[src/rtl/chan_seq.sv]
module chan_seq #(
  parameter int N_ENT   = 16,
  parameter int CH_W    = 3,
  parameter int CNT_W   = 8,
  parameter int AW      = 8,
  parameter int DW      = 8,
  parameter logic [7:0] TBL_BASE = 8'h8C,
  parameter logic [7:0] A_MODE   = 8'h01,
  parameter logic [7:0] A_CMD    = 8'h02,
  parameter logic [7:0] A_FIRST  = 8'h03,
  parameter logic [7:0] A_LAST   = 8'h04,
  parameter logic [7:0] A_WRAP   = 8'h05
) (
  input  logic            clk,
  input  logic            rst_n,
  input  logic            cs_n,
  input  logic            wr_en,
  input  logic [AW-1:0]   wr_addr,
  input  logic [DW-1:0]   wr_data,
  output logic [CH_W-1:0] chan_sel,
  output logic            seq_busy,
  output logic            busy_oe,
  output logic [$clog2(N_ENT)-1:0] idx_tag
);
  localparam int IW = $clog2(N_ENT);

  logic [CH_W-1:0]  ch_tbl  [N_ENT];
  logic [CNT_W-1:0] cnt_tbl [N_ENT];
  logic [IW-1:0]    first_ix, last_ix, idx;
  logic [1:0]       mode;
  logic             wrap_en, running;
  logic [CNT_W-1:0] rep_left;
  logic [2:0]       cs_sync;
  logic             cs_rise;

  logic [AW-1:0] toff;
  logic          tbl_hit, cmd_wr, is_last;
  logic [IW-1:0] next_ix, fetch_ix;

  assign toff    = wr_addr - AW'(TBL_BASE);
  assign tbl_hit = wr_en && (wr_addr >= AW'(TBL_BASE)) && (toff < AW'(2 * N_ENT));
  assign cmd_wr  = wr_en && (wr_addr == AW'(A_CMD));
  assign cs_rise = cs_sync[1] & ~cs_sync[2];
  // an inverted range also ends here, since idx then starts above last_ix
  assign is_last = (idx >= last_ix);
  assign next_ix = idx + IW'(1);
  assign fetch_ix = is_last ? first_ix : next_ix;

  function automatic logic [CNT_W-1:0] eff_cnt(input logic [CNT_W-1:0] c);
    return (c == '0) ? CNT_W'(1) : c;
  endfunction

  always_ff @(posedge clk or negedge rst_n) begin
    if (!rst_n) cs_sync <= '1;
    else        cs_sync <= {cs_sync[1:0], cs_n};
  end

  always_ff @(posedge clk or negedge rst_n) begin
    if (!rst_n) begin
      for (int i = 0; i < N_ENT; i++) begin
        ch_tbl[i]  <= '0;
        cnt_tbl[i] <= CNT_W'(1);
      end
      first_ix <= '0;
      last_ix  <= IW'(N_ENT - 1);
      mode     <= '0;
      wrap_en  <= 1'b0;
    end else if (wr_en) begin
      if (tbl_hit) begin
        if (toff[0]) cnt_tbl[toff[IW:1]] <= wr_data[CNT_W-1:0];
        else         ch_tbl[toff[IW:1]]  <= wr_data[CH_W-1:0];
      end
      if (wr_addr == AW'(A_MODE))  mode     <= wr_data[1:0];
      if (wr_addr == AW'(A_FIRST)) first_ix <= wr_data[IW-1:0];
      if (wr_addr == AW'(A_LAST))  last_ix  <= wr_data[IW-1:0];
      if (wr_addr == AW'(A_WRAP))  wrap_en  <= wr_data[0];
    end
  end

  always_ff @(posedge clk or negedge rst_n) begin
    if (!rst_n) begin
      running  <= 1'b0;
      idx      <= '0;
      rep_left <= '0;
      chan_sel <= '0;
    end else if (cmd_wr && (wr_data[1] || (wr_data[0] && running))) begin
      running  <= 1'b0;
      idx      <= '0;
      rep_left <= '0;
      chan_sel <= '0;
    end else if (cmd_wr && wr_data[0] && mode == 2'b11) begin
      running  <= 1'b1;
      idx      <= first_ix;
      rep_left <= eff_cnt(cnt_tbl[first_ix]);
      chan_sel <= ch_tbl[first_ix];
    end else if (running && cs_rise && !cmd_wr) begin
      if (rep_left > CNT_W'(1)) begin
        rep_left <= rep_left - CNT_W'(1);
      end else if (is_last && !wrap_en) begin
        running  <= 1'b0;
        idx      <= '0;
        rep_left <= '0;
        chan_sel <= '0;
      end else begin
        idx      <= fetch_ix;
        rep_left <= eff_cnt(cnt_tbl[fetch_ix]);
        chan_sel <= ch_tbl[fetch_ix];
      end
    end
  end

  assign seq_busy = running;
  assign busy_oe  = running;
  assign idx_tag  = idx;
endmodule

[config.mk]
export PLATFORM = sky130hd
export DESIGN_NAME = chan_seq
export DESIGN_NICKNAME = d
export VERILOG_FILES = /design/src/rtl/chan_seq.sv
export SDC_FILE = /design/constraint.sdc
export NUM_CORES = 1
export LEC_CHECK = 0
export ABC_AREA = 1
export BUFFER_PORTS_ARGS = -buffer_cell sky130_fd_sc_hd__buf_2
export CAP_MARGIN = 15
export CORE_ASPECT_RATIO = 0.6
export CORE_MARGIN = 5
export CORE_UTILIZATION = 55
export DETAILED_ROUTE_END_ITERATION = 10
export GPL_TIMING_DRIVEN = 1
export PLACE_DENSITY = 0.74
export SLEW_MARGIN = 5
export SYNTH_ARGS = -nofsm -noshare
export SYNTH_HDL_FRONTEND = slang
export SYNTH_SLANG_ARGS = --single-unit
[constraint.sdc]
create_clock -name clk -period 2.45 [get_ports clk]
set_clock_uncertainty 0.1 [all_clocks]
set_input_delay 0.49 -clock clk [delete_from_list [all_inputs] [get_ports clk]]
set_output_delay 0.49 -clock clk [all_outputs]
set_load 0.03 [all_outputs]
==> results by group <==
Status
  – Status: finished with violations
  – Failing checks: negative setup slack

GRT
  – Global-route wire length before repair: 67.4 mm
  – Largest net degree at the start of global routing: 62
  – Gr ovfl total: 0
  – Initial antenna violation count: 0
  – Global-route usage over all layers: 0.349
  – Number of global-route vias before repair: 11639

Power
  – Clock power share: 0.352
  – Leakage dissipation: 6.93 nW
  – Switching Share: 0.325
  – Psw: 3.35 mW
  – Comb pwr share: 0.268
  – Max VDD drop: 0.000496 V
  – Internal Pwr Total: 6.95 mW
  – PD cells: 664 nW/µm²
  – Sequential Power Share: 0.381

Floorplan
  – Die footprint: 24900 µm²
  – Io pins: 29
  – Rows: 41
  – Die Ht: 124 µm
  – Core ar.: 21200 µm²
  – Initial Utilization: 0.564
  – Chip Width: 200 µm

Drt
  – Post-DR wirelength/cell: 22.0 µm
  – Via density: 6.21
  – Drt first-iter violations: 2038
  – Via count: 13022
  – DRC: 0
  – Antenna-violating nets left: 0
  – Post-Route WL: 46.2 mm
  – DR pass1 iterations: 7

Logic synthesis
  – Flops & latches, synth: 206
  – Ys Warns: 0
  – Cells after Synth: 1671
  – Mean Syn Cell Area: 7.15 µm²
  – Synth unique cells: 45
  – Post-synth EDFFs: 0
  – Syn Std Cell Area: 11900 µm²
  – Sequential area share after synthesis: 0.434
  – FFs w/ async S/R, synth: 1.00
  – Top_reg_cell synth: dfrtp_1
  – Syn nets: 1701

Placement
  – HPWL after DPL: 30.2 mm
  – RePlAce Congestion: 1.01
  – PortBufs: 28

Timing
  – Fmax: 0.341 GHz
  – Pins Over Slew Limit: 0
  – Min Hold Slack: 0.259 ns
  – Slew HR: 0.551
  – Least-Margin Pin Slew: 0.673 ns
  – Unrepaired setup endpoints after global routing: true
  – Final setup fails: 12
  – Final Hold Vio Count: 0
  – Setup ws final: -0.481 ns
  – Period minus WS final: 2.93 ns
  – Tcrit/Tclk final: 1.20

Critical path
  – Crit path kind: reg -> reg
  – Worst Path Max Fanout: 5
  – WP data required: 2.81 ns
  – Crit. End Element: register
  – Crit start category: register
  – WP data arrival: 3.29 ns

Finish
  – Layout Nets: 1833
  – Share of layout cells above drive strength 1: 0.226
  – Core Util, Final: 0.732
  – Antenna Cells: 0
  – Area Growth Syn to Fin: 29.8%

Clocking
  – Clock sink total: 206
  – CTS Buf Count: 21
  – Root Buffer: clkbuf_16
  – Latest clock arrival within the worst-skew pair: 0.53 ns
  – H-tree levels: 1
  – Max Buffers Root-to-Sink: 3
  – CTS tree: built
  – Clock slew at reported path FFs: 0.07 ns

Job
  – Max-Cap Viols: 0

Worst hold path
  – Worst hold-check path type: reg -> reg
area by class of cell:
| cell class | count | area, µm² |
|---|---|---|
| clock buffers | 25 | 561 |
| clock inverters | 12 | 191 |
| fillers | 1650 | 5680 |
| inverters | 168 | 637 |
| multi-input cells | 1198 | 6260 |
| flip-flops and latches | 206 | 5190 |
| well taps | 279 | 349 |
| repair buffers | 208 | 2310 |
cell usage after synthesis (2+ instances only):
cell type | number | area, µm²
and2_1 | 2 | 12.5
a31oi_1 | 8 | 50.1
nand3b_1 | 3 | 22.5
o211ai_1 | 9 | 67.6
buf_2 | 33 | 165
dfstp_2 | 23 | 604
a22oi_1 | 6 | 45.0
xor2_1 | 5 | 43.8
o21ai_4 | 4 | 65.1
ha_1 | 10 | 125
inv_1 | 156 | 586
buf_1 | 9 | 33.8
o22ai_1 | 2 | 12.5
o21ai_0 | 277 | 1390
o221ai_1 | 4 | 35.0
a21oi_1 | 82 | 410
buf_6 | 6 | 67.6
o21ai_1 | 10 | 50.1
a211oi_1 | 3 | 22.5
nand2_1 | 463 | 1740
nand3_1 | 216 | 1080
nor3_1 | 4 | 20.0
buf_4 | 9 | 67.6
nand4_1 | 4 | 25.0
nor2_1 | 62 | 233
nand2_2 | 3 | 18.8
o311ai_0 | 3 | 26.3
clkbuf_1 | 44 | 165
inv_2 | 11 | 41.3
or2_1 | 2 | 12.5
nand2_4 | 2 | 22.5
dfrtp_1 | 183 | 4580
metrics by stage:
stage	setup TNS [ns]	instance area [µm²]	total power, mW	instances	setup slack (ns)
CTS	-3.72	14600	9.80	2069	-0.390
global route	-5.60	15500	10.7	2096	-0.646
detailed placement	-24.56	13600	6.11	2023	-0.493
floorplan	-0.169	12100	5.19	1671	-0.0511
global placement	-21.67	13600	6.06	2023	-0.454
finish	-4.64	15500	10.3	2096	-0.481
metal layers:
| layer | GRT usage | wire, µm |
|---|---|---|
| met5 | 0.0218 | 0 |
| met4 | 0.0786 | 1410 |
| met3 | 0.143 | 7880 |
| met2 | 0.474 | 17700 |
| met1 | 0.518 | 19200 |
cell families after synthesis:
family,synth area share
simple gates,0.270
compound gates,0.187
buf+inv,0.0946
flops,0.434
fa+ha+maj,0.0105
xor+xnor,0.00367
timing repair:
action                                  4_1_cts  5_1_grt
hold buffers                                  2        0
gates cloned                                  2       17
pin swaps                                     5       77
endpoints found under the setup margin       16       16
resized for setup                            25      128
setup buffers                                 6       16
hold endpoints to repair                     56        0
final timing paths:
path / startpoint / endpoint / slack, ns / cells after the start
setup / recovery: last_ix[3] / rep_left[0] / -0.48 / 21
hold / removal: cs_sync[0] / cs_sync[1] / 0.26 / 0
setup reg to reg: last_ix[3] / rep_left[0] / -0.48 / 21
hold reg to reg: cs_sync[0] / cs_sync[1] / 0.26 / 0
max in group asynchronous: rst_n / cs_sync[0] / 1.03 / 3
min in group asynchronous: rst_n / cnt_tbl[108] / 0.42 / 2
flip-flops by register name, indices dropped and copies added, names as in the netlist:
signal,flops
cnt_tbl,128
ch_tbl,48
rep_left,8
first_ix,4
idx_tag,4
last_ix,4
chan_sel,3
cs_sync,3
mode,2
busy_oe,1
wrap_en,1
worst max-delay path, cell delays in order (launching register included):
cell and delay, ns:
dfstp_2 0.54, inv_2 0.05, ha_4 0.25, nand2_2 0.10, inv_4 0.05, nand2_4 0.07, buf_6 0.10, nand4_4 0.25
nand2_8 0.22, clkbuf_16 0.17, nand2_1 0.07, nand3_1 0.08, nand3_1 0.10, nand3_2 0.13, nand2_2 0.06, inv_2 0.07
nand2_2 0.05, nor2_2 0.10, nand2_1 0.05, nand2_1 0.06, nand2_1 0.06, a21oi_2 0.11
placed cells by master, fill, tap and decap left out, types with 8 or more instances in the layout:
cell type	n
o21ai_2	8
o21ai_1	9
dfrtp_1	178
buf_2	27
clkbuf_16	33
nand2_2	17
dfstp_2	23
nand2_4	8
inv_1	148
inv_2	18
a21oi_1	80
nand3_1	158
nor2_1	58
o211ai_1	9
nand2_1	441
buf_12	41
buf_4	104
nand3_2	56
o21ai_0	270
buf_6	19
power groups by stage:
stage	combinational, mW	sequential, mW	clock [mW]
floorplan	1.31	3.88	0
global placement	2.12	3.95	0
detailed placement	2.15	3.95	0
CTS	2.25	3.90	3.65
global route	2.94	3.94	3.80
finish	2.76	3.92	3.62
Power figures use the tool's default switching activity.
